$ cat config.mk
export PLATFORM = sky130hd
export DESIGN_NAME = periph_call_hub
export DESIGN_NICKNAME = d
export VERILOG_FILES = /design/src/rtl/periph_call_pkg.sv /design/src/rtl/ser_tx_unit.sv /design/src/rtl/ser_rx_unit.sv /design/src/rtl/periph_call_hub.sv
export SDC_FILE = /design/constraint.sdc
export NUM_CORES = 1
export LEC_CHECK = 0
export ABC_AREA = 0
export BUFFER_PORTS_ARGS = -buffer_cell sky130_fd_sc_hd__buf_2
export CAP_MARGIN = 20
export CORE_MARGIN = 5
export CORE_UTILIZATION = 52
export CTS_CLUSTER_DIAMETER = 80
export CTS_CLUSTER_SIZE = 28
export DETAILED_ROUTE_END_ITERATION = 10
export GPL_TIMING_DRIVEN = 1
export PLACE_DENSITY = 0.83
export SLEW_MARGIN = 15
export SYNTH_ARGS = -nofsm -noshare
export SYNTH_HDL_FRONTEND = slang
export SYNTH_HIERARCHICAL = 1
export SYNTH_SLANG_ARGS = --single-unit
export TNS_END_PERCENT = 30
$ cat constraint.sdc
create_clock -name clk -period 1.51 [get_ports clk]
set_input_delay 0.2265 -clock clk [delete_from_list [all_inputs] [get_ports clk]]
set_output_delay 0.2265 -clock clk [all_outputs]
set_load 0.01 [all_outputs]
$ cat src/rtl/periph_call_pkg.sv
package periph_call_pkg;
    localparam int CODE_W = 5;
    localparam logic [CODE_W-1:0] CODE_IDLE = 5'd0;
    localparam logic [CODE_W-1:0] CODE_RECV = 5'd1;
    localparam logic [CODE_W-1:0] CODE_SEND = 5'd2;

    typedef enum logic [1:0] {
        SER_IDLE  = 2'd0,
        SER_START = 2'd1,
        SER_DATA  = 2'd2,
        SER_STOP  = 2'd3
    } ser_state_e;
endpackage

$ cat src/rtl/ser_tx_unit.sv
module ser_tx_unit
    import periph_call_pkg::*;
#(
    parameter int BIT_CLKS = 16
) (
    input  logic       clk,
    input  logic       rst_n,
    input  logic       start,
    input  logic [7:0] data,
    output logic       line,
    output logic       idle,
    output logic       done
);
    localparam int CNT_W = (BIT_CLKS > 1) ? $clog2(BIT_CLKS) : 1;
    localparam logic [CNT_W-1:0] CNT_LAST = CNT_W'(BIT_CLKS - 1);

    typedef struct packed {
        ser_state_e      st;
        logic [CNT_W-1:0] cnt;
        logic [2:0]      bitn;
        logic [7:0]      shf;
    } tx_t;

    tx_t tx_q, tx_d;

    always_comb begin
        tx_d = tx_q;
        done = 1'b0;
        unique case (tx_q.st)
            SER_IDLE: begin
                if (start) begin
                    tx_d.st  = SER_START;
                    tx_d.cnt = '0;
                    tx_d.shf = data;
                end
            end
            SER_START: begin
                if (tx_q.cnt == CNT_LAST) begin
                    tx_d.st   = SER_DATA;
                    tx_d.cnt  = '0;
                    tx_d.bitn = '0;
                end else begin
                    tx_d.cnt = tx_q.cnt + 1'b1;
                end
            end
            SER_DATA: begin
                if (tx_q.cnt == CNT_LAST) begin
                    tx_d.cnt = '0;
                    tx_d.shf = {1'b0, tx_q.shf[7:1]};
                    if (tx_q.bitn == 3'd7) tx_d.st = SER_STOP;
                    else                   tx_d.bitn = tx_q.bitn + 1'b1;
                end else begin
                    tx_d.cnt = tx_q.cnt + 1'b1;
                end
            end
            SER_STOP: begin
                if (tx_q.cnt == CNT_LAST) begin
                    tx_d.st  = SER_IDLE;
                    tx_d.cnt = '0;
                    done     = 1'b1;
                end else begin
                    tx_d.cnt = tx_q.cnt + 1'b1;
                end
            end
            default: tx_d.st = SER_IDLE;
        endcase
    end

    always_ff @(posedge clk) begin
        if (!rst_n) tx_q <= '{st: SER_IDLE, cnt: '0, bitn: '0, shf: '0};
        else        tx_q <= tx_d;
    end

    always_comb begin
        unique case (tx_q.st)
            SER_START: line = 1'b0;
            SER_DATA:  line = tx_q.shf[0];
            default:   line = 1'b1;
        endcase
    end
    assign idle = (tx_q.st == SER_IDLE);


    start_bit_low_chk: assert property (@(posedge clk) disable iff (!rst_n)
        (start && idle) |=> !line);
endmodule

$ cat src/rtl/ser_rx_unit.sv
module ser_rx_unit
    import periph_call_pkg::*;
#(
    parameter int BIT_CLKS = 16
) (
    input  logic       clk,
    input  logic       rst_n,
    input  logic       line,
    output logic       done,
    output logic [7:0] data
);
    localparam int CNT_W = (BIT_CLKS > 1) ? $clog2(BIT_CLKS) : 1;
    localparam logic [CNT_W-1:0] CNT_LAST = CNT_W'(BIT_CLKS - 1);
    localparam logic [CNT_W-1:0] CNT_HALF = CNT_W'((BIT_CLKS / 2) - 1);

    typedef struct packed {
        logic            s1;
        logic            s2;
        ser_state_e      st;
        logic [CNT_W-1:0] cnt;
        logic [2:0]      bitn;
        logic [7:0]      shf;
    } rx_t;

    rx_t rx_q, rx_d;

    always_comb begin
        rx_d    = rx_q;
        done    = 1'b0;
        rx_d.s1 = line;
        rx_d.s2 = rx_q.s1;
        unique case (rx_q.st)
            SER_IDLE: begin
                if (!rx_q.s2) begin
                    rx_d.st  = SER_START;
                    rx_d.cnt = '0;
                end
            end
            SER_START: begin
                if (rx_q.cnt == CNT_HALF) begin
                    rx_d.cnt  = '0;
                    rx_d.bitn = '0;
                    rx_d.st   = rx_q.s2 ? SER_IDLE : SER_DATA;
                end else begin
                    rx_d.cnt = rx_q.cnt + 1'b1;
                end
            end
            SER_DATA: begin
                if (rx_q.cnt == CNT_LAST) begin
                    rx_d.cnt = '0;
                    rx_d.shf = {rx_q.s2, rx_q.shf[7:1]};
                    if (rx_q.bitn == 3'd7) rx_d.st = SER_STOP;
                    else                   rx_d.bitn = rx_q.bitn + 1'b1;
                end else begin
                    rx_d.cnt = rx_q.cnt + 1'b1;
                end
            end
            SER_STOP: begin
                if (rx_q.cnt == CNT_LAST) begin
                    rx_d.st  = SER_IDLE;
                    rx_d.cnt = '0;
                    done     = rx_q.s2;
                end else begin
                    rx_d.cnt = rx_q.cnt + 1'b1;
                end
            end
            default: rx_d.st = SER_IDLE;
        endcase
    end

    always_ff @(posedge clk) begin
        if (!rst_n) rx_q <= '{s1: 1'b1, s2: 1'b1, st: SER_IDLE, cnt: '0, bitn: '0, shf: '0};
        else        rx_q <= rx_d;
    end

    assign data = rx_q.shf;
endmodule

$ cat src/rtl/periph_call_hub.sv
module periph_call_hub
    import periph_call_pkg::*;
#(
    parameter int CLK_HZ = 153600,
    parameter int BAUD   = 9600
) (
    input  logic        clk,
    input  logic        rst_n,
    input  logic        nop_valid,
    input  logic [4:0]  nop_code,
    input  logic [7:0]  ser_out_byte,
    input  logic        rx_line,
    output logic        stall,
    output logic [7:0]  ser_in_byte,
    output logic        tx_line
);
    localparam int BIT_CLKS = CLK_HZ / BAUD;

    typedef struct packed {
        logic [CODE_W-1:0] call;
        logic [7:0]        in_port;
    } hub_t;

    hub_t hub_q, hub_d;

    logic       rx_done;
    logic [7:0] rx_data;
    logic       tx_done;
    logic       tx_idle;
    logic       tx_start;

    ser_rx_unit #(.BIT_CLKS(BIT_CLKS)) u_rx (
        .clk   (clk),
        .rst_n (rst_n),
        .line  (rx_line),
        .done  (rx_done),
        .data  (rx_data)
    );

    assign tx_start = (hub_q.call == CODE_SEND) && tx_idle;

    ser_tx_unit #(.BIT_CLKS(BIT_CLKS)) u_tx (
        .clk   (clk),
        .rst_n (rst_n),
        .start (tx_start),
        .data  (ser_out_byte),
        .line  (tx_line),
        .idle  (tx_idle),
        .done  (tx_done)
    );

    always_comb begin
        hub_d = hub_q;
        if (hub_q.call == CODE_IDLE) begin
            if (nop_valid && nop_code != CODE_IDLE) hub_d.call = nop_code;
        end else if (hub_q.call == CODE_RECV) begin
            if (rx_done) begin
                hub_d.call    = CODE_IDLE;
                hub_d.in_port = rx_data;
            end
        end else if (hub_q.call == CODE_SEND) begin
            if (tx_done) hub_d.call = CODE_IDLE;
        end else begin
            hub_d.call = CODE_IDLE;
        end
    end

    always_ff @(posedge clk) begin
        if (!rst_n) hub_q <= '{call: CODE_IDLE, in_port: '0};
        else        hub_q <= hub_d;
    end

    assign stall       = (hub_q.call != CODE_IDLE);
    assign ser_in_byte = hub_q.in_port;


    zero_code_quiet_chk: assert property (@(posedge clk) disable iff (!rst_n)
        (!stall && !(nop_valid && nop_code != 5'd0)) |=> !stall);

    pending_code_held_chk: assert property (@(posedge clk) disable iff (!rst_n)
        stall |=> (!stall || $stable(hub_q.call)));

    orphan_code_drop_chk: assert property (@(posedge clk) disable iff (!rst_n)
        (hub_q.call > CODE_SEND) |=> !stall);

    in_port_guard_chk: assert property (@(posedge clk) disable iff (!rst_n)
        (hub_q.call != CODE_RECV) |=> $stable(ser_in_byte));

    send_waits_stop_chk: assert property (@(posedge clk) disable iff (!rst_n)
        (hub_q.call == CODE_SEND && !tx_done) |=> (hub_q.call == CODE_SEND));
endmodule

=== Word level (Yosys, flattened, before mapping) ===
Index checks and enable logic that the tools add are counted.

* Bitwise operators: 1
* Multiplexer cells: 37
* Reductions and logical operators: 18
* Equal/unequal tests: 28
* $add $sub $neg: 4

{| class="wikitable"
|+ Operators by type and width
! kind !! count
|-
| 6-bit case mux with 4 select lines || 2
|-
| 5-bit 2-to-1 mux || 5
|-
| 11-bit 2-to-1 mux || 2
|-
| 2-bit by 1-bit inequality test with 1-bit output, second input constant || 10
|-
| 2-bit 2-to-1 mux || 9
|-
| 8-bit case mux with 2 select lines || 1
|-
| 13-bit 2-to-1 mux || 1
|-
| 3-bit 2-to-1 mux || 4
|-
| 4-bit 2-to-1 mux || 3
|-
| 6-bit 2-to-1 mux || 2
|-
| 3-bit case mux with 2 select lines || 2
|-
| 5-bit AND reduction || 2
|-
| 5-bit nonzero test || 2
|-
| 3-bit AND reduction || 3
|-
| 4-bit by 1-bit adder with 4-bit output, second input constant || 2
|-
| 2-bit == test, second input constant || 4
|-
| 4-bit == test, second input constant || 2
|-
| 8-bit 2-to-1 mux || 1
|-
| 4-bit AND reduction || 2
|-
| 3-bit by 1-bit adder with 3-bit output, second input constant || 2
|-
| 3-bit == test, second input constant || 2
|-
| 2-bit inequality test, second input constant || 3
|-
| 2-bit nonzero test || 3
|-
| 5-bit by 1-bit == test with 1-bit output, second input constant || 1
|-
| other kinds (12) || 18
|}

* Bits of input ports: 17
* Register bits: 49
* Output and inout port bits: 10
* Word-level logic and storage cells: 100

=== Depth between registers and ports, before layout ===
* Depth in word-level cells: 7
* Depth in mapped cells: 7
* Gate-level depth less buffers: 7

=== By module ===
The synthesis kept the hierarchy.

{| class="wikitable"
|+ By module, submodules not included
! module !! instances !! cells an instance !! seq. area each (um^2) !! area an instance (um^2)
|-
| ser_rx_unit || 1 || 111 || 380.4 || 948.4
|-
| ser_tx_unit || 1 || 105 || 340.3 || 912.1
|-
| periph_call_hub || 1 || 65 || 260.2 || 599.3
|}

=== Worst setup path before layout ===
OpenSTA, ideal clock, no wires.

* Kind: register to register
* Start point: register u_tx/tx_q[15] in the netlist's numbering
* End point: register u_tx/tx_q[15] in the netlist's numbering
* Cell stages (with the launch flop): 7
* Library setup time: 122 ps
* Arrival time: 1,497 ps
* Buffers on the path: 0
* Data required time: 1,388 ps
* Setup slack: -108 ps
* Clock period less this slack: 1,618 ps
* Path through: dfxtp_1 > inv_1 > ha_1 > and2_1 > nand2b_1 > o221ai_2 > o311a_1

* Longest elaborated chain between the ends: 4
* Elaborated cells on any way between the ends: 12
* Classes of those cells: eq/ne: 8; mux: 1; reduce/logical: 3

{| class="wikitable"
|+ RTL lines
! what !! RTL line !! RTL
|-
| start, declared || ser_tx_unit.sv:24 || <nowiki>tx_t tx_q, tx_d;</nowiki>
|-
| start signal, assigned || ser_tx_unit.sv:70 || <nowiki>if (!rst_n) tx_q <= '{st: SER_IDLE, cnt: '0, bitn: '0, shf: '0};</nowiki>
|-
| start signal, assigned || ser_tx_unit.sv:71 || <nowiki>else tx_q <= tx_d;</nowiki>
|-
| 2-bit logical NOT || ser_tx_unit.sv:81 || <nowiki>assign idle = (tx_q.st == SER_IDLE);</nowiki>
|-
| via tx_idle || periph_call_hub.sv:29 || <nowiki>logic tx_idle;</nowiki>
|-
| 1-bit logical AND || periph_call_hub.sv:40 || <nowiki>assign tx_start = (hub_q.call == CODE_SEND) && tx_idle;</nowiki>
|-
| via tx_start || periph_call_hub.sv:30 || <nowiki>logic tx_start;</nowiki>
|-
| 2-bit by 1-bit inequality test with 1-bit output (no source line) || n/a ||
|-
| 5-bit AND reduction (no source line) || n/a ||
|}

The timed path passes the listed nets, and every way through them passes these cells.
A chain may end at the register's enable or synchronous reset.

=== Final worst setup path ===
* Start point: register hub_q[10] in the netlist's numbering
* End point: register u_tx/tx_q[0] in the netlist's numbering

* Longest elaborated chain between the ends: 4

{| class="wikitable"
|+ RTL lines
! what !! RTL line !! RTL
|-
| start, declared || periph_call_hub.sv:24 || <nowiki>hub_t hub_q, hub_d;</nowiki>
|-
| start signal, assigned || periph_call_hub.sv:69 || <nowiki>if (!rst_n) hub_q <= '{call: CODE_IDLE, in_port: '0};</nowiki>
|-
| start signal, assigned || periph_call_hub.sv:70 || <nowiki>else hub_q <= hub_d;</nowiki>
|-
| 5-bit by 2-bit == test with 1-bit output || periph_call_hub.sv:40 ||
|-
| 1-bit logical AND || periph_call_hub.sv:40 ||
|-
| via tx_start || periph_call_hub.sv:30 ||
|-
| 2-bit by 1-bit inequality test with 1-bit output (no source line) || n/a ||
|-
| 3-bit AND reduction (no source line) || n/a ||
|}

The timed path passes the listed nets, and every way through them passes these cells.

==> impl_metrics.env <==
export IMPL_pwr_density_cell_nw_per_um2=1190
export IMPL_top_layer="met4"
export IMPL_hold_class="in -> reg"
export IMPL_required_ns=1.69
export IMPL_antenna_diode_count=0
export IMPL_die_h_um=78.8
export IMPL_synthCells=281
export IMPL_synth_seq_area_share_pct=39.9
export IMPL_viasPerCell=6.01
export IMPL_placementRows=25
export IMPL_period_needed_ns=1.79
export IMPL_power_leakage_nw=1.16
export IMPL_first_global_vias=1987
export IMPL_path_clk_slew_ns=0.09
export IMPL_wl_met2_um=2970
export IMPL_first_iter_violations=309
export IMPL_slew_viol_final=0
export IMPL_path_max_fanout=7
export IMPL_core_area_um2=4660
export IMPL_setup_viol=16
export IMPL_vias=2243
export IMPL_cts_root_buf="clkbuf_8"
export IMPL_critical_path_class="reg -> reg"
export IMPL_gr_total_overflow=0
export IMPL_max_freq_mhz=558
export IMPL_ys_ff_latch=49
export IMPL_numCtsBuffers=5
export IMPL_min_period_over_period_pct=119
export IMPL_drc_errors=0
export IMPL_max_slew_margin_pct=74.2
export IMPL_syn_area_per_cell_um2=8.75
export IMPL_clk_latency_ns=0.30
export IMPL_clk_path_buf_depth=2
export IMPL_cts_tree="yes"
export IMPL_finalHoldViolCount=0
export IMPL_initial_core_util_pct=52.8
export IMPL_synth_edff_count=0
export IMPL_grt_pass1_wl_um=8920
export IMPL_fin_skew_ns=0.00700
export IMPL_syn2layout_area_growth_pct=23.0
export IMPL_vdd_ir_drop_max_mv=0.544
export IMPL_htree_levels=2
export IMPL_rsz0062_at_grt="true"
export IMPL_die_area_um2=6210
export IMPL_cp_arrival_ns=1.97
export IMPL_clkSinkCount=49
export IMPL_io_pins=27
export IMPL_drive_gt1_share_pct=34.5
export IMPL_grt_max_degree=18
export IMPL_die_x_um=78.8
export IMPL_grt_usage_pct=17.6
export IMPL_syn_cell_area_um2=2460
export IMPL_wire_per_inst_um=16.5
export IMPL_finalPower_mw=3.59
export IMPL_wl_met1_um=2550
export IMPL_wl_um=6140
export IMPL_ant_nets=0
export IMPL_synth_main_ff_cell="dfxtp_1"
export IMPL_crit_path_start_kind="flop"
export IMPL_yosys_warnings=6
export IMPL_synth_nets=309
export IMPL_violations="setup timing"
export IMPL_ys_async_sr_fraction_pct=0
export IMPL_worst_pin_slew_ns=0.386
export IMPL_dp_hpwl_um=3620
export IMPL_synthDistinctLibCells=54
export IMPL_setup_ws_ns=-0.283
export IMPL_nNetsFinal=346
export IMPL_place_congestion=0.852
export IMPL_drv_cap=0
export IMPL_antenna_found_initial=0
export IMPL_status="complete, but fails checks"
export IMPL_instances_no_fill=373
export IMPL_io_buffers=26
export IMPL_holdWs_ns=0.105
export IMPL_placed_cells=362
export IMPL_first_pass_iters=4
export IMPL_crit_path_end_kind="flop"
export IMPL_wl_met3_um=349
-- Yosys cell counts (4+ instances only) --
cell type / count / area share, %
dfxtp_1: 49 / 40
buf_2: 4 / 0.81
a21oi_1: 25 / 5.1
clkbuf_1: 4 / 0.61
and2_1: 5 / 1.3
o211ai_1: 5 / 1.5
nor2_1: 8 / 1.2
o21ai_0: 11 / 2.2
buf_4: 19 / 5.8
mux2i_1: 9 / 3.7
nor3_1: 4 / 0.81
o221ai_1: 6 / 2.1
nand3_1: 16 / 3.3
nand2_1: 35 / 5.3
ha_1: 11 / 5.6
inv_1: 17 / 2.6
nand2b_1: 5 / 1.3
-- worst paths after layout --
| kind | endpoint | depth (start not counted) | slack [ns] | from |
|---|---|---|---|---|
| setup reg to reg | u_tx/tx_q[0]$_SDFFE_PN0P_ | 7 | -0.28 | hub_q[10]$_SDFFE_PN0P_ |
| hold / removal | u_rx/rx_d[17]$_SDFF_PN1_ | 2 | 0.10 | rx_line |
| setup / recovery | u_tx/tx_q[0]$_SDFFE_PN0P_ | 7 | -0.28 | hub_q[10]$_SDFFE_PN0P_ |
| hold reg to reg | u_rx/rx_q[17]$_SDFF_PN1_ | 1 | 0.43 | u_rx/rx_d[17]$_SDFF_PN1_ |
-- logic make-up after synthesis --
| kind of cell | synth area share, % |
|---|---|
| AOI/OAI and AO/OA | 17.1 |
| xor gates and xnor gates | 0.356 |
| adders and majority gates | 5.60 |
| buffers and inverters | 10.4 |
| DFF | 39.9 |
| muxes | 3.66 |
| and+or+nand+nor | 23.0 |
-- through the flow --
step	utilization (%)	area (um^2)	TNS [ns]	setup slack, ns
after detailed placement	58.5	2730	-0.160	-0.0441
after global routing	64.9	3030	-3.22	-0.316
after global placement	58.5	2730	0	0.0254
after floorplan	-	2490	0	0.0296
final	64.9	3030	-1.93	-0.283
after CTS	62.5	2910	-0.882	-0.136
-- layout by cell type, fill, tap and decap left out, drive strengths merged, types with 3 or more instances in the layout --
master	synthesis	layout
ha	11	11
o21ai	12	12
nor4	3	3
nand2	35	35
buf	24	58
nand3	18	18
a21oi	26	26
nor3	6	6
and3	3	3
nor2	8	8
clkbuf	4	6
nand2b	5	5
o211ai	5	5
o221ai	7	7
mux2i	9	9
nand4	4	4
inv	17	17
o22ai	3	3
dfxtp	49	49
and2	5	5
-- flip-flops by register name, indices dropped and copies added (netlist names), named ones only --
name	cells
u_rx/rx_q	9
u_rx/data	8
ser_in_byte	8
u_tx/tx_q	17
u_rx/rx_d	1
hub_q	5
-- area by class of cell --
cell class                      count  area [um^2]
Timing Repair Buffer               58          394
Multi-Input combinational cell    186         1390
Inverter                           18         75.1
Fill cell                         355         1640
Clock inverter                      2         38.8
Sequential cell                    49          990
Clock buffer                        6         72.6
Tap cell                           54         67.6
-- power by group --
group          switching (mW)  total, mW  internal (mW)  leakage, nW
logic                   0.637       1.15          0.515        0.705
registers              0.0894       1.51           1.42        0.400
clock network           0.428      0.926          0.497       0.0554
-- repair_timing --
action | in CTS | in global routing
resized for setup | 18 | 24
endpoints found under the setup margin | 18 | 29
pin swaps | 3 | 9
hold buffers | 0 | 0
buffers inserted | 2 | 1
-- critical path, cell delays in order, from the launching register on --
cell and delay (ns):
dfxtp_2 0.33, buf_4 0.14, nor4_4 0.26, and2_4 0.23
nand2b_4 0.18, nand3_4 0.14, o221ai_1 0.28, a21oi_1 0.11
-- metal layers --
layer  up-vias  GRT usage, %
li1       1066             -
met1      1064          23.0
met2        91          29.0
met3        22          3.51
met4         0          6.12
met5         -             0
Note: power is estimated with default switching activity, not from simulation.
